<file path="src/rtl/guard_pkg.sv">
package guard_pkg;

  typedef enum logic [1:0] {
    GRP_NONE = 2'd0,
    GRP_PIN  = 2'd1,
    GRP_TIME = 2'd2,
    GRP_PWR  = 2'd3
  } grp_e;

  // slot order: 0 pin config, 1..4 timekeeping, 5 power control
  localparam int NSLOT     = 6;
  localparam int SLOT_PIN  = 0;
  localparam int SLOT_PWR  = 5;

  localparam logic [7:0] UNLOCK_TIME = 8'hEA;
  localparam logic [7:0] UNLOCK_PWR  = 8'hA7;

  function automatic grp_e slot_group(input int idx);
    if (idx == SLOT_PIN)      return GRP_PIN;
    else if (idx == SLOT_PWR) return GRP_PWR;
    else                      return GRP_TIME;
  endfunction

endpackage

</file>
<file path="src/rtl/guard_decode.sv">
module guard_decode
  import guard_pkg::*;
#(
  parameter int ADDR_W = 8,
  parameter int N = NSLOT,
  parameter logic [N-1:0][ADDR_W-1:0] SLOT_ADDRS = '0,
  parameter logic [ADDR_W-1:0] KEY_ADDR = '0
) (
  input  logic [ADDR_W-1:0] addr,
  output logic              key_hit,
  output logic [N-1:0]      slot_hit,
  output grp_e              grp
);

  assign key_hit = (addr == KEY_ADDR);

  for (genvar i = 0; i < N; i++) begin : g_cmp
    assign slot_hit[i] = (addr == SLOT_ADDRS[i]);
  end

  always_comb begin
    grp = GRP_NONE;
    for (int i = 0; i < N; i++) begin
      if (slot_hit[i]) grp = slot_group(i);
    end
  end

endmodule

</file>
<file path="src/rtl/guard_key.sv">
module guard_key #(
  parameter int DATA_W = 8
) (
  input  logic              clk,
  input  logic              rst_n,
  input  logic              load,
  input  logic [DATA_W-1:0] load_val,
  input  logic              clear,
  output logic [DATA_W-1:0] key_q
);

  always_ff @(posedge clk) begin
    if (!rst_n)     key_q <= '0;
    else if (load)  key_q <= load_val;
    else if (clear) key_q <= '0;
  end

endmodule

</file>
<file path="src/rtl/guard_stubs.sv">
module guard_stubs #(
  parameter int DATA_W = 8,
  parameter int N = 6
) (
  input  logic                       clk,
  input  logic                       rst_n,
  input  logic [N-1:0]               we,
  input  logic [DATA_W-1:0]          wdata,
  output logic [N-1:0][DATA_W-1:0]   q
);

  for (genvar i = 0; i < N; i++) begin : g_reg
    always_ff @(posedge clk) begin
      if (!rst_n)     q[i] <= '0;
      else if (we[i]) q[i] <= wdata;
    end
  end

endmodule

</file>
<file path="src/rtl/reg_write_guard.sv">
module reg_write_guard
  import guard_pkg::*;
#(
  parameter int ADDR_W = 8,
  parameter int DATA_W = 8,
  parameter logic [ADDR_W-1:0] KEY_ADDR  = 8'hC1,
  parameter logic [ADDR_W-1:0] PIN_ADDR  = 8'hFF,
  parameter logic [ADDR_W-1:0] HSEC_ADDR = 8'hA2,
  parameter logic [ADDR_W-1:0] SEC_ADDR  = 8'hA3,
  parameter logic [ADDR_W-1:0] MIN_ADDR  = 8'hA4,
  parameter logic [ADDR_W-1:0] HOUR_ADDR = 8'hA5,
  parameter logic [ADDR_W-1:0] PWR_ADDR  = 8'h87
) (
  input  logic              clk,
  input  logic              rst_n,
  input  logic              bus_wr,
  input  logic              bus_rd,
  input  logic [ADDR_W-1:0] bus_addr,
  input  logic [DATA_W-1:0] bus_wdata,
  output logic [DATA_W-1:0] bus_rdata,
  output logic              write_rejected
);

  localparam logic [NSLOT-1:0][ADDR_W-1:0] SLOT_ADDRS =
    {PWR_ADDR, HOUR_ADDR, MIN_ADDR, SEC_ADDR, HSEC_ADDR, PIN_ADDR};

  logic                          key_hit;
  logic [NSLOT-1:0]              slot_hit;
  grp_e                          grp;
  logic [DATA_W-1:0]             key_q;
  logic [NSLOT-1:0][DATA_W-1:0]  slot_q;
  logic                          grant;
  logic                          prot_wr;
  logic [NSLOT-1:0]              slot_we;
  logic                          key_clear;
  logic [DATA_W-1:0]             rd_mux;

  guard_decode #(
    .ADDR_W(ADDR_W), .N(NSLOT), .SLOT_ADDRS(SLOT_ADDRS), .KEY_ADDR(KEY_ADDR)
  ) u_dec (
    .addr(bus_addr), .key_hit(key_hit), .slot_hit(slot_hit), .grp(grp)
  );

  always_comb begin
    unique case (grp)
      GRP_PIN, GRP_TIME: grant = (key_q == DATA_W'(UNLOCK_TIME));
      GRP_PWR:           grant = (key_q == DATA_W'(UNLOCK_PWR));
      default:           grant = 1'b0;
    endcase
  end

  assign prot_wr   = bus_wr && (|slot_hit);
  assign slot_we   = (prot_wr && grant) ? slot_hit : '0;
  assign key_clear = prot_wr && grant && (grp == GRP_TIME || grp == GRP_PWR);

  guard_key #(.DATA_W(DATA_W)) u_key (
    .clk(clk), .rst_n(rst_n),
    .load(bus_wr && key_hit), .load_val(bus_wdata),
    .clear(key_clear), .key_q(key_q)
  );

  guard_stubs #(.DATA_W(DATA_W), .N(NSLOT)) u_stubs (
    .clk(clk), .rst_n(rst_n), .we(slot_we), .wdata(bus_wdata), .q(slot_q)
  );

  always_comb begin
    rd_mux = key_hit ? key_q : '0;
    for (int i = 0; i < NSLOT; i++) begin
      if (slot_hit[i]) rd_mux = rd_mux | slot_q[i];
    end
  end

  always_ff @(posedge clk) begin
    if (!rst_n) begin
      bus_rdata      <= '0;
      write_rejected <= 1'b0;
    end else begin
      if (bus_rd) bus_rdata <= rd_mux;
      write_rejected <= prot_wr && !grant;
    end
  end

endmodule

</file>
<file path="config.mk">
export PLATFORM = sky130hd
export DESIGN_NAME = reg_write_guard
export DESIGN_NICKNAME = d
export VERILOG_FILES = /design/src/rtl/guard_pkg.sv /design/src/rtl/guard_decode.sv /design/src/rtl/guard_key.sv /design/src/rtl/guard_stubs.sv /design/src/rtl/reg_write_guard.sv
export SDC_FILE = /design/constraint.sdc
export NUM_CORES = 1
export LEC_CHECK = 0
export BUFFER_PORTS_ARGS = -buffer_cell sky130_fd_sc_hd__buf_2
export CAP_MARGIN = 20
export CELL_PAD_IN_SITES_DETAIL_PLACEMENT = 0
export CELL_PAD_IN_SITES_GLOBAL_PLACEMENT = 1
export CORE_MARGIN = 5
export CORE_UTILIZATION = 50
export DETAILED_ROUTE_END_ITERATION = 10
export PLACE_DENSITY_LB_ADDON = 0.1
export SLEW_MARGIN = 10
export SYNTH_ARGS = -nofsm -noshare
export SYNTH_HDL_FRONTEND = slang
export SYNTH_HIERARCHICAL = 1
export SYNTH_SLANG_ARGS = --single-unit
</file>
<file path="constraint.sdc">
create_clock -name clk -period 3.2 [get_ports clk]
set_input_delay 0 -clock clk [delete_from_list [all_inputs] [get_ports clk]]
set_output_delay 0 -clock clk [all_outputs]
set_load 0.02 [all_outputs]
</file>
After elaboration in Yosys (flattened, before gate mapping) --
Index checks and enable logic that the tools add are counted.
Storage, ports and cells: register bits after elaboration 65, input bits 20, output and inout port bits 9, word-level logic and storage cells 54
Cells by class: equality and inequality tests 12, mux-type cells 17, bitwise operators 6, reduce and logical (&&, ||, !) cells 10
Operators with widths (count):
- 8-bit equality test, second input constant | 9
- 8-bit two-way mux | 9
- 8-bit OR | 6
- 2-bit two-way mux | 5
- 6-bit two-way mux | 1
- 6-bit OR reduction | 1
- 1-bit logical AND | 5
- 2-bit equality test, second input constant | 2
- 2-bit by 1-bit equality test with 1-bit output, second input constant | 1
- 1-bit one-hot mux with 2 select lines | 1
- 2-bit nonzero test | 1
- 2-bit OR reduction | 1
- 1-bit logical NOT | 1
- 1-bit logical OR | 1
- 1-bit two-way mux | 1

Longest topological paths before layout --
depth after elaboration 14, depth in mapped cells 10, mapped depth without buffers 9

Cells and area by module --
The synthesis kept the hierarchy.
Modules (own cells, without submodules):
- guard_stubs | instances 1, cells each 155, area each 1814.2 sq um, seq. area each 960.9 sq um
- reg_write_guard | instances 1, cells each 85, area each 695.7 sq um, seq. area each 180.2 sq um
- guard_key | instances 1, cells each 35, area each 382.9 sq um, seq. area each 160.2 sq um
- guard_decode | instances 1, cells each 24, area each 178.9 sq um, seq. area each 0.0 sq um

Least setup slack after synthesis --
OpenSTA, ideal clock, no wires.
kind input -> register, from in bus_addr[3], to reg u_stubs/q[40] (netlist name), library setup time 0.116 ns, arrival 1.640 ns, data required time 3.084 ns, slack 1.444 ns, cell stages on the path 10, path buffers 1, cells stage by stage and4bb_1 nand2_2 o211ai_2 nand2_1 nor4_2 o221a_2 and3_2 buf_4 mux2i_1 nor2b_1
On the way: elaborated cells on any way between the ends 21, those cells by class eq/ne (9); mux (8); reduce/logical (4)
RTL lines:
- from (decl) | line reg_write_guard.sv:18 | input logic [ADDR_W-1:0] bus_addr,
- 8-bit equality test | line guard_decode.sv:18 | assign slot_hit[i] = (addr == SLOT_ADDRS[i]);
- 2-bit two-way mux (4 in series) | line guard_decode.sv:24 | if (slot_hit[i]) grp = slot_group(i);
- 2-bit two-way mux (*) | line guard_decode.sv:24
- named net grp[1] | line reg_write_guard.sv:29 | grp_e grp;
- 2-bit equality test / 2-bit by 1-bit equality test with 1-bit output (equally long branches) | line reg_write_guard.sv:45 | unique case (grp)
- 2-bit OR reduction | line reg_write_guard.sv:45
- 1-bit one-hot mux with 2 select lines (*) | line reg_write_guard.sv:45
- 1-bit logical AND (*) | line reg_write_guard.sv:53 | assign slot_we = (prot_wr && grant) ? slot_hit : '0;
- 6-bit two-way mux (*) | line reg_write_guard.sv:53
- named net slot_we[5] | line reg_write_guard.sv:34 | logic [NSLOT-1:0] slot_we;
- to (signal, indexed assignment) | line guard_stubs.sv:15 | else if (we[i]) q[i] <= wdata;
- to (decl) | line guard_stubs.sv:9 | output logic [N-1:0][DATA_W-1:0] q
Mark *: on every way through the listed nets, which the timed path passes. The rest lies on a longest branch. A chain may end at the register's enable or synchronous reset.

Worst setup path in the final report --
from in bus_addr[3], to reg u_stubs/q[9] (netlist name)
The elaborated chain is that of the path after synthesis.

==> flow_summary.toml <==
[sta]
rsz0062_at_grt = "no"
slew_viol_final = 0
final_hold_viol_count = 0
min_period_ps = 1821
layout_setup_ws_ps = 1379
finalSetupTns_ps = 0
min_period_over_period_pct = 56.92
relSlewSlack_pct = 45.87
clock-skew-final_ps = 6.633
worst_pin_slew_ps = 808.9
setup_violations = 0
timing.fmax_ghz = 0.5490

[die]
io_pins = 29
design.core.area_um2 = 5956
die-area_um2 = 7811
initial_core_util_pct = 51.58
dieHeight_um = 88.38
die_width_um = 88.38
num_rows = 28

[worst_setup_path]
cp_slowest_cell = "and3_2"
cp-start-kind = "primary input"
crit_buf_inv = 1
crit_path_cell_trace = "buf_2, and4bb_1, nand2_2, o211ai_2, nand2_1, nor4_2, o221a_2, and3_2, mux2i_1, nor2b_1"
critPathMaxFanout = 8
arrival_ps = 2050
crit_family = "simple AND/OR/NAND/NOR gates"
setup.worst_path.end_class = "flop"
crit_type = "primary input to flop"
cp.required_ps = 3430
slowest_delay_ps = 420

[drt]
initialDrtViolationCount = 114
drtPass1Iterations = 4
via_per_inst = 5.787
drc_errors = 0
num_vias = 2332
totalWireLength_um = 7296
postRouteAntennaNets = 0
wl_per_cell_um = 18.10

[layout]
nets = 343
final_common_cell = "dfxtp_1"
drive_above_1_share_pct = 24.39
final_cell_mix = "dfxtp_1, mux2i_1, nor2b_1"
diodes = 0
area_growth_pct = 11.81

[cts]
cts_resized = 0
numCtsBuffers = 9
htree_levels = 3
cts.sinks = 65
cts_setup_buffers = 0
path_clk_slew_ps = 70
clock_latency_ps = 330
clk_path_buf_depth = 2
cts_hold_buf = 2
cts_root_buf = "clkbuf_8"
cts_tree = "built"

[yosys]
synth.cell_area_um2 = 3072
syn-num-nets = 319
syn_area_per_cell_um2 = 10.27
ys_warn_count = 6
synthDistinctLibCells = 39
synthArstFlopShare_pct = 0
synth_edf_count = 0
synthCells = 299
ys_seq_area_share_pct = 42.36
ys.flop_type = "dfxtp_1"
synth-seq-cells = 65

[global_route]
grt_usage_pct = 20.15
grt.overflow.total = 0
antenna_found_initial = 0
grt_max_degree = 47
grt_pass1_wl_um = 11790
first_global_vias = 2237

[placement]
gp_congestion = 0.7281
preCtsSetupSlack_ps = 1049
io_buffers = 28
place_hpwl_um = 4803

[flow_run]
max-cap-violations = 0

[power_and_ir_drop]
p_per_area_nw_per_um2 = 479.3
vdd_ir_drop_max_mv = 0.2677
p_leak_uw = 0.001123

[min_path]
hold_path.class = "primary input to flop"

[run_status]
outcome = "complete, no violations"
## metrics by stage
step                      total power [uW]  cell area (um^2)  instances  util, %  hold WS, ps
after floorplan                      878.3              3072        299        -        125.9
after global placement               917.4              3204        385    53.80        308.3
after detailed placement             917.1              3204        385    53.80        306.5
after CTS                             1662              3435        403    57.67        2.181
after global routing                  1712              3435        403    57.67        12.30
final                                 1646              3435        403    57.67        14.07
## Yosys cell counts (2+ instances only)
master | count | area share [%]
nand2b_4 | 3 | 1.3
o21ai_0 | 8 | 1.3
buf_2 | 6 | 0.98
a221oi_1 | 8 | 2.3
nand3_1 | 9 | 1.5
a22oi_1 | 8 | 2.0
a22o_1 | 8 | 2.3
and3_2 | 6 | 1.5
a41oi_1 | 8 | 2.3
nand4_1 | 3 | 0.61
nand2_1 | 13 | 1.6
nor3b_2 | 3 | 1.2
buf_4 | 9 | 2.2
buf_6 | 2 | 0.73
clkbuf_1 | 5 | 0.61
nor2_1 | 7 | 0.86
nand2b_2 | 6 | 1.7
mux2i_1 | 48 | 16
dfxtp_1 | 65 | 42
o21ai_2 | 8 | 2.3
nor2b_1 | 48 | 9.8
## tightest hold or removal path, cell delays in order
cell,delay [ps]
buf_2,150
nand3_1,100
o21ai_2,50
## final timing paths
kind / startpoint / end / slack [ps] / cells past startpoint
max: bus_addr[3] / u_stubs/q[9] / 1380 / 10
min: bus_wdata[5] / u_key/key_q[5] / 10 / 3
max reg2reg: u_key/key_q[2] / u_stubs/q[9] / 1390 / 6
min reg2reg: u_key/key_q[1] / u_key/key_q[1] / 500 / 2
## cell type report
type	count	area, um^2
fill	561	2521
timing repair buffer	35	197.7
clock buffer	10	127.6
clock inverter	6	82.58
inverter	1	3.754
multi-input combinational	211	1628
tap	75	93.84
sequential	65	1301
## power by group
part / internal (uW) / switching (uW) / leakage (uW)
Combinational: 31.9 / 52.5 / 0.000493
Sequential: 814 / 2.17 / 0.000525
Clock: 435 / 311 / 0.000106
Total: 1280 / 366 / 0.00112
## sequential cells by signal (all words and copies together), names as in the netlist
| register | cells |
|---|---|
| bus_rdata | 8 |
| u_key/key_q | 8 |
| u_stubs/q | 48 |
| write_rejected | 1 |
## cells by family (layout without fill, tap and decap cells)
| logic type | after synthesis | in the layout | synth area share, % |
|---|---|---|---|
| flops | 65 | 65 | 42.36 |
| simple gates | 112 | 112 | 24.03 |
| compound gates | 51 | 51 | 13.32 |
| mux | 48 | 48 | 15.64 |
| buf+inv | 23 | 52 | 4.643 |
## layer usage
layer	wire (um)	GRT usage, %	share of wire (%)	up-vias
met1	3379	27.07	46	1103
met3	467	5.400	6.4	17
li1	-	-	-	1134
met2	3261	30.66	45	78
met5	0	0	0	-
met4	187	8.379	2.6	0
No activity file was read; power rests on OpenSTA's default activity.
